**src/rtl/sbt_pkg.sv**
```systemverilog
package sbt_pkg;

   typedef enum logic [2:0] {
      CMD_NOP,
      CMD_ACT,
      CMD_RD,
      CMD_WR,
      CMD_PRE,
      CMD_REF,
      CMD_MODE,
      CMD_STOP
   } cmd_t;

   localparam logic [1:0] PWR_NORMAL = 2'd0;
   localparam logic [1:0] PWR_PRE_PD = 2'd1;
   localparam logic [1:0] PWR_ACT_PD = 2'd2;

endpackage

```
**src/rtl/sbt_cmd_decode.sv**
```systemverilog
module sbt_cmd_decode
   import sbt_pkg::*;
(
   input  logic cke,
   input  logic cs_n,
   input  logic ras_n,
   input  logic cas_n,
   input  logic we_n,
   output cmd_t cmd
);

   always_comb begin
      cmd = CMD_NOP;
      if (cke && !cs_n) begin
         case ({ras_n, cas_n, we_n})
            3'b011:  cmd = CMD_ACT;
            3'b101:  cmd = CMD_RD;
            3'b100:  cmd = CMD_WR;
            3'b010:  cmd = CMD_PRE;
            3'b001:  cmd = CMD_REF;
            3'b000:  cmd = CMD_MODE;
            3'b110:  cmd = CMD_STOP;
            default: cmd = CMD_NOP;
         endcase
      end
   end

endmodule

```
**src/rtl/sbt_bank.sv**
```systemverilog
module sbt_bank #(
   parameter int ROW_W    = 12,
   parameter int AP_DELAY = 4,
   localparam int CNT_W   = $clog2(AP_DELAY + 1)
) (
   input  logic             clk,
   input  logic             rst,
   input  logic             act_hit,
   input  logic             rw_hit,
   input  logic             ap_req,
   input  logic             pre_hit,
   input  logic [ROW_W-1:0] row_in,
   output logic             is_open,
   output logic [ROW_W-1:0] row_q,
   output logic             bad_cmd
);

   logic [CNT_W-1:0] ap_cnt;
   logic             act_ok;
   logic             ap_ok;

   assign act_ok  = act_hit && !is_open;
   assign ap_ok   = rw_hit && is_open && ap_req;
   assign bad_cmd = (act_hit && is_open) || (rw_hit && !is_open);

   always_ff @(posedge clk) begin
      if (rst) begin
         is_open <= 1'b0;
         row_q   <= '0;
         ap_cnt  <= '0;
      end else if (pre_hit) begin
         is_open <= 1'b0;
         ap_cnt  <= '0;
      end else begin
         if (act_ok) begin
            is_open <= 1'b1;
            row_q   <= row_in;
         end
         if (ap_ok) begin
            ap_cnt <= CNT_W'(AP_DELAY);
         end else if (ap_cnt != '0) begin
            ap_cnt <= ap_cnt - 1'b1;
            if (ap_cnt == CNT_W'(1)) is_open <= 1'b0;
         end
      end
   end

endmodule

```
**src/rtl/sbt_power.sv**
```systemverilog
module sbt_power
   import sbt_pkg::*;
(
   input  logic       clk,
   input  logic       rst,
   input  logic       cke,
   input  logic       any_open,
   output logic [1:0] pwr_state
);

   always_ff @(posedge clk) begin
      if (rst)       pwr_state <= PWR_NORMAL;
      else if (!cke) pwr_state <= any_open ? PWR_ACT_PD : PWR_PRE_PD;
      else           pwr_state <= PWR_NORMAL;
   end

endmodule

```
**src/rtl/sdram_bank_tracker.sv**
```systemverilog
module sdram_bank_tracker
   import sbt_pkg::*;
#(
   parameter int BA_W     = 2,
   parameter int ROW_W    = 12,
   parameter int AP_BIT   = 10,
   parameter int AP_DELAY = 4,
   localparam int NUM_BANKS = 1 << BA_W
) (
   input  logic                       clk,
   input  logic                       rst,
   input  logic                       cke,
   input  logic                       cs_n,
   input  logic                       ras_n,
   input  logic                       cas_n,
   input  logic                       we_n,
   input  logic [BA_W-1:0]            ba,
   input  logic [ROW_W-1:0]           addr,
   output logic [NUM_BANKS-1:0]       bank_open,
   output logic [NUM_BANKS*ROW_W-1:0] bank_row,
   output logic [1:0]                 pwr_state,
   output logic                       err_pulse
);

   if (AP_BIT >= ROW_W) begin : g_bad_ap_bit
      $error("AP_BIT must index a bit inside the address");
   end
   if (AP_DELAY < 1) begin : g_bad_delay
      $error("AP_DELAY must be at least one edge");
   end
   if (BA_W < 1) begin : g_bad_ba
      $error("BA_W must be at least one bit");
   end

   cmd_t                 cmd;
   logic [NUM_BANKS-1:0] bad_vec;
   logic                 pre_all;
   logic                 is_rw;

   sbt_cmd_decode u_dec (
      .cke   (cke),
      .cs_n  (cs_n),
      .ras_n (ras_n),
      .cas_n (cas_n),
      .we_n  (we_n),
      .cmd   (cmd)
   );

   assign is_rw   = (cmd == CMD_RD) || (cmd == CMD_WR);
   assign pre_all = (cmd == CMD_PRE) && addr[AP_BIT];

   for (genvar i = 0; i < NUM_BANKS; i++) begin : g_bank
      logic sel;
      assign sel = (ba == BA_W'(i));

      sbt_bank #(
         .ROW_W    (ROW_W),
         .AP_DELAY (AP_DELAY)
      ) u_bank (
         .clk     (clk),
         .rst     (rst),
         .act_hit (sel && cmd == CMD_ACT),
         .rw_hit  (sel && is_rw),
         .ap_req  (addr[AP_BIT]),
         .pre_hit (pre_all || (sel && cmd == CMD_PRE)),
         .row_in  (addr),
         .is_open (bank_open[i]),
         .row_q   (bank_row[i*ROW_W +: ROW_W]),
         .bad_cmd (bad_vec[i])
      );
   end

   sbt_power u_pwr (
      .clk       (clk),
      .rst       (rst),
      .cke       (cke),
      .any_open  (|bank_open),
      .pwr_state (pwr_state)
   );

   always_ff @(posedge clk) begin
      if (rst) err_pulse <= 1'b0;
      else     err_pulse <= |bad_vec;
   end

endmodule

```
**config.mk**
```make
export PLATFORM = sky130hd
export DESIGN_NAME = sdram_bank_tracker
export DESIGN_NICKNAME = d
export VERILOG_FILES = /design/src/rtl/sbt_pkg.sv /design/src/rtl/sbt_cmd_decode.sv /design/src/rtl/sbt_bank.sv /design/src/rtl/sbt_power.sv /design/src/rtl/sdram_bank_tracker.sv
export SDC_FILE = /design/constraint.sdc
export NUM_CORES = 1
export LEC_CHECK = 0
export ABC_AREA = 1
export BUFFER_PORTS_ARGS = -buffer_cell sky130_fd_sc_hd__buf_2
export CELL_PAD_IN_SITES_DETAIL_PLACEMENT = 1
export CELL_PAD_IN_SITES_GLOBAL_PLACEMENT = 1
export CORE_MARGIN = 5
export CORE_UTILIZATION = 38
export DETAILED_ROUTE_END_ITERATION = 8
export GPL_ROUTABILITY_DRIVEN = 0
export PLACE_DENSITY = 0.87
export SLEW_MARGIN = 25
export SYNTH_ARGS = -nofsm -noshare
export SYNTH_HDL_FRONTEND = slang
export SYNTH_SLANG_ARGS = --single-unit
```
**constraint.sdc**
```tcl
create_clock -name clk -period 1.4 [get_ports clk]
set_input_delay 0.28 -clock clk [delete_from_list [all_inputs] [get_ports clk]]
set_output_delay 0.28 -clock clk [all_outputs]
set_load 0.01 [all_outputs]
```
==> impl_metrics.ini, run 1 <==
[placement]
dp_hpwl_mm = 6.52
io_buffer_count = 75
dp_slack_ps = -203
dp.cells = 555

[die]
die_y_um = 99.0
coreArea_um2 = 7730
die_area_um2 = 9800
rows = 32
initial_core_util_pct = 38.9
io_pins = 76
die_w_um = 99.0

[worst_setup_path]
critical_path.top_delay_family = flip-flops
rr_worst_depth = 6
required_ps = 1630
r2r_slack_ps = 130
max_stage_delay_ps = 320
critPathLaunchType = register
path_buf_inv = 2
crit_path_end_kind = register
r2r_start = g_bank[2].u_bank.ap_cnt[1]$_SDFFE_PP0P_
reg2reg_to = g_bank[2].u_bank.ap_cnt[2]$_SDFFE_PP0P_
cp.arrival_ps = 1510
endpoint = g_bank[2].u_bank.ap_cnt[2]$_SDFFE_PP0P_
cp_slowest_cell = dfxtp_1
cp_common_cell = inv_1
path_max_fanout = 3
cp.depth = 6
worst-setup-path-type = register to register
cp-startpoint = g_bank[2].u_bank.ap_cnt[1]$_SDFFE_PP0P_
crit_chain = inv_1 > ha_1 > nor2_1 > mux2_2 > o21ai_0 > inv_1

[logic_synthesis]
ys_warn_count = 0
synth-seq-cells = 67
synth_enable_flop_cells = 0
synthFlopType = dfxtp_1
yosysSeqAreaShare_pct = 44.6
syn-cell-area_um2 = 3010
syn_area_per_cell_um2 = 7.73
yosys.area.top_type = dfxtp_1
netlist_instances = 389
syn_nets = 422
synthTopCellsByArea = dfxtp_1 (45%), a21oi_1 (9.8%), inv_1 (9.7%)
yosysTopAreaCellShare_pct = 44.6
synth_cell_types = 27
async_flop_share_pct = 0

[route]
dr.pass1.iters = 4
drc = 0
drt-wirelength-per-cell_um = 14.9
ant_nets = 0
via_per_inst = 4.92
via_count = 2808
drtIter0Drc = 69
wl_mm = 8.49

[layout]
layout_common_cells = inv_1 (78), buf_2 (75), dfxtp_1 (67)
final_common_cell = inv_1
fillCellCount = 1010
drive_gt1_share_pct = 24.1
nets = 497
syn_to_final_growth_pct = 21.1
instances_no_fill = 571
diodes = 0

[sta]
worst-slew-pin-transition_ps = 347
finalHoldViolCount = 0
rsz0062_at_grt = no
min_period_ps = 1270
fin_skew_ps = 7.18
max_freq_ghz = 0.785
worst_slack_ps = 127
maxSlewViolCount = 0
maxSlewHeadroom_pct = 76.7
finalSetupViolCount = 0
setup_tns_ps = 0
period_share_pct = 91.0

[clocking]
post-cts-setup-buffers = 0
cts_root_buffer = clkbuf_8
clk_latency_ps = 340
cts_buffers = 9
h-tree-depth = 3
cts.sinks = 67
cts_tree = done
clock_path_buffers = 2
cts_hold_buf = 0
cts_resized = 0
cts.clk_slew.worst_paths_ps = 70

[power_and_ir_drop]
peakVddDrop_uv = 558
power_mw = 4.81
power.leakage_nw = 1.67
powerDensity_nw_per_um2 = 1320

[hold_path]
min_path_type = input port to register
hold_path_depth = 2

[run_status]
status = finished, final reports clean

[grt]
grt_pass1_vias = 2930
grt.total_usage_pct = 17.8
grt_start_max_net_pins = 48
gr-total-overflow = 0
grt_antenna_before_repair = 0
grt_pass1_wl_mm = 14.1

[flow_run]
drv_cap = 0
## worst min path at each step
stage	start	endpoint	slack, ps
2_1_floorplan	cke	u_pwr.pwr_state[0]$_SDFF_PP0_	360
3_3_place_gp	g_bank[2].u_bank.row_q[8]$_SDFFE_PP0P_	g_bank[2].u_bank.row_q[8]$_SDFFE_PP0P_	430
3_5_place_dp	g_bank[0].u_bank.row_q[5]$_SDFFE_PP0P_	g_bank[0].u_bank.row_q[5]$_SDFFE_PP0P_	430
4_1_cts	cke	u_pwr.pwr_state[0]$_SDFF_PP0_	140
5_1_grt	cke	u_pwr.pwr_state[0]$_SDFF_PP0_	170
6_report	cke	u_pwr.pwr_state[0]$_SDFF_PP0_	150
## sequential cells by signal (all words and copies together), names as in the netlist
name	cells
err_pulse	1
g_bank.u_bank.ap_cnt	12
g_bank.u_bank.is_open	4
g_bank.u_bank.row_q	48
u_pwr.pwr_state	2
## Yosys cell counts, drive strengths merged (3+ instances only)
cell,count
inv,81
buf,16
o21ai,50
clkbuf,4
nand3,21
xor2,4
a21oi,59
nand2,31
nand4,3
nor2,29
ha,12
dfxtp,67
## per-layer routing
metal,up-vias,GRT usage [%],share of wire (%)
met5,-,0,0
met4,0,6.09,2.2
met3,18,4.10,5.7
met2,72,32.7,51
met1,1325,20.1,41
li1,1393,-,-
## area by class of cell
type                       count  area [um^2]  share of cell area [%]
inverter                      81          304                    8.34
clock inverter                 7         67.6                    1.85
clock buffer                   9          124                    3.40
sequential                    67         1340                    36.8
tap                          102          128                    3.50
multi-input combinational    221         1210                    33.2
timing repair buffer          84          468                    12.8
## metrics by stage
stage | instance area (um^2) | hold slack, ps | util [%]
floorplan | 3010 | 359 | -
global placement | 3450 | 429 | 44.7
detailed placement | 3450 | 433 | 44.7
CTS | 3640 | 142 | 47.2
global route | 3640 | 172 | 47.2
finish | 3640 | 155 | 47.2
## logic make-up (layout without fill, tap and decap cells)
logic type                 after synthesis  in the layout  synth area share, %
muxes                                    1              1                0.374
and+or+nand+nor                         91             91                 14.6
AOI/OAI and AO/OA                      113            113                 19.1
adders and majority gates               12             12                 4.99
buffers and inverters                  101            181                 15.1
xor gates and xnor gates                 4              4                 1.16
DFF                                     67             67                 44.6
## report_power, final
| group | total [mW] | switching, mW | leakage, nW | internal (mW) |
|---|---|---|---|---|
| clock | 1.60 | 0.783 | 0.103 | 0.819 |
| combinational | 1.07 | 0.640 | 1.02 | 0.426 |
| sequential | 2.14 | 0.0857 | 0.543 | 2.05 |
| total | 4.81 | 1.51 | 1.67 | 3.30 |
Note: power is estimated with default switching activity, not from simulation.
==> inputs of run 2 (changes only) <==
--- a/config.mk
+++ b/config.mk
@@ -13,7 +13,7 @@
 export CORE_UTILIZATION = 38
 export DETAILED_ROUTE_END_ITERATION = 8
 export GPL_ROUTABILITY_DRIVEN = 0
-export PLACE_DENSITY = 0.87
+export PLACE_DENSITY = 0.78
 export SLEW_MARGIN = 25
 export SYNTH_ARGS = -nofsm -noshare
 export SYNTH_HDL_FRONTEND = slang
==> constraint.sdc (replaced) <==
create_clock -name clk -period 1.4 [get_ports clk]
set_input_delay 0.28 -clock clk [delete_from_list [all_inputs] [get_ports clk]]
set_output_delay 0.28 -clock clk [all_outputs]
set_load 0.05 [all_outputs]
==> run 2 against run 1 <==
Compared with the run above: sequential cell count unchanged; critical path depth decreased by 5; non-clock buffer count increased by 1; sequential share of layout area decreased by 0.78 points; largest cell class unchanged; via count decreased by 2.0%; combinational power about the same; utilization increased by 1.0 points; clock power increased by 25%; critical path type is now register to output port; count of clock-buffer cells in the layout increased by 1; clock skew decreased by 1.8 ps; largest power group unchanged.
==> impl_metrics.ini, run 2 (same netlist as run 1, synthesis figures left out) <==
[layout]
top_register = g_bank.u_bank.row_q
ff_latch_area_um2 = 1340
instances_no_fill = 572
layout_common_cells = inv_1 (78), buf_2 (75), dfxtp_1 (67)
reg_top3 = g_bank.u_bank.row_q: 48 flops, g_bank.u_bank.ap_cnt: 12 flops, g_bank.u_bank.is_open: 4 flops
fin_util_pct = 48.2
largest_reg_flops = 48
fillCellCount = 1002
final_common_cell = inv_1
syn_to_final_growth_pct = 23.8
multi_input_area_um2 = 1210
drive_gt1_share_pct = 24.3
nets = 498
diodes = 0

[worst_setup_path]
cp_slowest_cell = dfxtp_1
rr_worst_depth = 6
critPathLaunchType = register
critical_path.top_delay_family = flip-flops
cp.depth = 1
cp.arrival_ps = 1050
crit_chain = buf_2
worst-setup-path-type = register to output port
crit_path_end_kind = output port
endpoint = bank_open[2]
reg2reg_to = g_bank[2].u_bank.ap_cnt[1]$_SDFFE_PP0P_
required_ps = 1120
r2r_start = g_bank[2].u_bank.ap_cnt[0]$_SDFFE_PP0P_
path_max_fanout = 5
r2r_slack_ps = 100
cp-startpoint = g_bank[2].u_bank.is_open$_SDFF_PP0_
path_buf_inv = 1
max_stage_delay_ps = 400

[die]
initial_core_util_pct = 38.9
coreArea_um2 = 7730
die_w_um = 99.0
io_pins = 76
die_area_um2 = 9800
die_y_um = 99.0
rows = 32

[clocking]
cts.clk_slew.worst_paths_ps = 70
cts.sinks = 67
cts_resized = 0
cts_root_buffer = clkbuf_8
post-cts-setup-buffers = 0
cts_buffers = 9
h-tree-depth = 3
cts_hold_buf = 0
clk_latency_ps = 340
clock_path_buffers = 2
cts_tree = done

[route]
drc = 0
wl_met3_um = 482
m1WireLength_mm = 3.36
drt-wirelength-per-cell_um = 13.9
drtIter0Drc = 70
wl_met2_mm = 3.99
ant_nets = 0
via_per_inst = 4.81
via_count = 2753
highest_layer = met4
wl_mm = 7.97
dr.pass1.iters = 4

[sta]
maxSlewViolCount = 0
whs_ps = 183
period_share_pct = 95.2
finalHoldViolCount = 0
maxSlewHeadroom_pct = 78.5
fin_skew_ps = 5.42
worst-slew-pin-transition_ps = 322
finalSetupViolCount = 0
max_freq_ghz = 0.750
rsz0062_at_grt = no
min_period_ps = 1330

[grt]
grt_pass1_wl_mm = 12.8
gr-total-overflow = 0
grt_antenna_before_repair = 0
grt_start_max_net_pins = 48
grt_pass1_vias = 2743
grt.total_usage_pct = 16.2

[flow_run]
drv_cap = 0

[hold_path]
min_path_type = input port to register

[run_status]
status = finished, final reports clean

[placement]
dp.cells = 556
dp_hpwl_mm = 6.05
io_buffer_count = 75

[power_and_ir_drop]
power.leakage_nw = 1.70
powerDensity_nw_per_um2 = 1410
peakVddDrop_uv = 598
## run 2: changes by cell type in the layout (fill, tap and decap cells not counted), sizes merged
cell | before | now
buf | 84 | 85
clkinv | 5 | 3
bufinv | 1 | 3
clkbuf | 9 | 10
inv | 82 | 81
## run 2: how the worst min path moves through the flow
stage	to	cells after the start	from	slack, ps
3_3_place_gp	g_bank[1].u_bank.row_q[6]$_SDFFE_PP0P_	2	g_bank[1].u_bank.row_q[6]$_SDFFE_PP0P_	430
5_1_grt	u_pwr.pwr_state[0]$_SDFF_PP0_	2	cke	170
6_report	u_pwr.pwr_state[0]$_SDFF_PP0_	2	cke	180
3_5_place_dp	g_bank[2].u_bank.row_q[2]$_SDFFE_PP0P_	2	g_bank[2].u_bank.row_q[2]$_SDFFE_PP0P_	430
4_1_cts	u_pwr.pwr_state[0]$_SDFF_PP0_	2	cke	170
2_1_floorplan	u_pwr.pwr_state[0]$_SDFF_PP0_	1	cke	360
## run 2: metal layers
layer / track usage [%] / vias up
li1: - / 1382
met1: 17.9 / 1295
met2: 29.2 / 63
met3: 4.81 / 13
met4: 5.57 / 0
met5: 0 / -
## run 2: cell type report
cell class	instances	share of cell area (%)
Sequential cell	67	36.0
Multi-Input combinational cell	221	32.5
Timing Repair Buffer	85	13.1
Inverter	81	8.17
Clock buffer	10	3.70
Tap cell	102	3.43
Clock inverter	6	3.03
## run 2: where the power goes
part | internal, mW | switching, mW | total (mW)
clock | 1.23 | 0.760 | 2.00
sequential | 2.06 | 0.0872 | 2.14
combinational | 0.424 | 0.679 | 1.10
total | 3.71 | 1.53 | 5.24
## run 2: per-stage QoR
step / power (mW) / setup WS, ps / instance area (um^2) / setup TNS [ps]
after floorplan: 3.00 / 193 / 3010 / 0
after global placement: 3.19 / -41.6 / 3470 / -154
after detailed placement: 3.30 / -96.6 / 3470 / -1740
after CTS: 5.31 / 51.5 / 3720 / 0
after global routing: 5.55 / 6.53 / 3720 / 0
final: 5.24 / 66.5 / 3720 / 0
## run 2: worst reg2reg max path, cell delays in order, from the launching register on
cell and delay, ps:
dfxtp_1 390, inv_1 90, ha_1 220, inv_1 60, nor2_1 60, or2_2 280
a21oi_1 140
==> inputs of run 3 (changes only) <==
--- a/config.mk
+++ b/config.mk
@@ -6,14 +6,14 @@
 export NUM_CORES = 1
 export LEC_CHECK = 0
 export ABC_AREA = 1
-export BUFFER_PORTS_ARGS = -buffer_cell sky130_fd_sc_hd__buf_2
 export CELL_PAD_IN_SITES_DETAIL_PLACEMENT = 1
 export CELL_PAD_IN_SITES_GLOBAL_PLACEMENT = 1
 export CORE_MARGIN = 5
-export CORE_UTILIZATION = 38
+export CORE_UTILIZATION = 45
 export DETAILED_ROUTE_END_ITERATION = 8
+export DONT_BUFFER_PORTS = 1
 export GPL_ROUTABILITY_DRIVEN = 0
-export PLACE_DENSITY = 0.78
+export PLACE_DENSITY = 0.77
 export SLEW_MARGIN = 25
 export SYNTH_ARGS = -nofsm -noshare
 export SYNTH_HDL_FRONTEND = slang
==> run 3 against run 2 <==
Compared with the run above: register-to-register slack barely moved; setup slack improved by 40 ps; clock power fell by 3%; cell area fell by 12%; final cell count fell by 18%; worst hold slack got worse by 150 ps; via count fell by 11%; first-iteration DRC count fell by 34%; global-route usage rose by 1.6 points; power fell by 2.8%; combinational power fell by 13%; die area fell by 14%; largest cell class unchanged.
==> impl_metrics.ini, run 3 (same netlist as run 1, synthesis figures left out) <==
[grt]
grt_start_max_net_pins = 36
grt.total_usage_pct = 17.8
grt_antenna_before_repair = 0
gr-total-overflow = 0
grt_pass1_vias = 2412
grt_pass1_wl_mm = 11.9

[worst_setup_path]
cp.arrival_ps = 1010
crit_path_end_kind = output port
path_max_fanout = 2
worst-setup-path-type = register to output port
critPathLaunchType = register
required_ps = 1120

[route]
via_per_inst = 5.23
dr.pass1.iters = 4
drtIter0Drc = 46
drc = 0
via_count = 2463
wl_mm = 7.43
drt-wirelength-per-cell_um = 15.8
ant_nets = 0

[layout]
diodes = 0
instances_no_fill = 471
nets = 422
reg_top3 = g_bank.u_bank.row_q: 48 flops, g_bank.u_bank.ap_cnt: 12 flops, g_bank.u_bank.is_open: 4 flops
final_common_cell = inv_1
layout_common_cells = inv_1 (78), dfxtp_1 (66), a21oi_1 (59)
largest_reg_flops = 48
top_register = g_bank.u_bank.row_q
syn_to_final_growth_pct = 9.36
drive_gt1_share_pct = 9.39
stdcell_area_um2 = 3290

[power_and_ir_drop]
power.leakage_nw = 1.30
powerDensity_nw_per_um2 = 1550
peakVddDrop_uv = 878

[sta]
setup_tns_ps = 0
finalSetupViolCount = 0
maxSlewHeadroom_pct = 63.0
fin_skew_ps = 9.51
max_freq_ghz = 0.773
worst-slew-pin-transition_ps = 554
rsz0062_at_grt = no
finalHoldViolCount = 0
min_period_ps = 1290
period_share_pct = 92.4
maxSlewViolCount = 0

[flow_run]
drv_cap = 0

[run_status]
status = finished, final reports clean

[die]
rows = 29
io_pins = 76
die_y_um = 91.8
coreArea_um2 = 6420
die_area_um2 = 8420
initial_core_util_pct = 46.8
die_w_um = 91.8

[clocking]
cts.clk_slew.worst_paths_ps = 80
h-tree-depth = 3
cts.sinks = 67
cts_root_buffer = clkbuf_8
post-cts-setup-buffers = 0
clock_path_buffers = 2
cts_buffers = 9
clk_latency_ps = 340
cts_tree = done

[placement]
dp.cells = 454
io_buffer_count = 0
dp_hpwl_mm = 5.64
post_dp_cell_area_um2 = 3040

[hold_path]
min_path_type = input port to register
-- run 3: cell types whose count changed in the layout (fill, tap and decap cells not counted) --
cell           before  now
dlygate4sd3_1       0    1
clkbuf_8           10    9
inv_6               0    1
buf_2              75    0
clkbuf_1            0    1
clkinv_4            2    1
dfxtp_1            67   66
buf_4               7    6
dfxtp_2             0    1
buf_12              3    2
-- run 3: cell type report --
cell class              instances  area (um^2)
well taps                      77         96.3
clock inverters                 6          113
inverters                      81          304
multi-input cells             221         1210
flip-flops and latches         67         1340
fillers                       801         3130
repair buffers                  9         95.1
clock buffers                  10          128
-- run 3: routing by layer --
| metal | global-route usage, % | vias to the layer above | wire length (um) |
|---|---|---|---|
| met4 | 5.94 | 0 | 89 |
| li1 | - | 1243 | - |
| met2 | 32.8 | 62 | 3820 |
| met1 | 18.6 | 1146 | 2960 |
| met3 | 6.46 | 12 | 560 |
| met5 | 0 | - | 0 |
-- run 3: where the power goes --
part           internal [mW]  switching (mW)
registers               2.06           0.132
clock network           1.19           0.753
logic                  0.393           0.570
-- run 3: worst paths after layout --
path	endpoint	slack [ps]	start	cells past startpoint
setup / recovery	bank_row[23]	110	g_bank[1].u_bank.row_q[11]$_SDFFE_PP0P_	0
hold / removal	u_pwr.pwr_state[0]$_SDFF_PP0_	30	rst	1
setup reg to reg	g_bank[2].u_bank.ap_cnt[2]$_SDFFE_PP0P_	110	g_bank[2].u_bank.ap_cnt[0]$_SDFFE_PP0P_	5
hold reg to reg	g_bank[2].u_bank.ap_cnt[1]$_SDFFE_PP0P_	470	g_bank[2].u_bank.ap_cnt[1]$_SDFFE_PP0P_	2
-- run 3: metrics by stage --
stage | utilization [%] | setup WS [ps] | hold slack, ps | power, mW
finish | 51.2 | 106 | 32.8 | 5.09
detailed placement | 47.3 | -2.51 | 353 | 3.19
global placement | 47.3 | 79.3 | 352 | 3.11
CTS | 51.2 | 88.4 | 22.8 | 5.16
floorplan | - | 193 | 359 | 3.00
global route | 51.2 | 18.6 | 18.5 | 5.40
-- run 3: what timing repair did --
action                                  CTS  global route
gates resized for setup                   0             1
endpoints found under the setup margin    0             1
endpoints found under the hold margin     2             0
hold buffers                              1             0
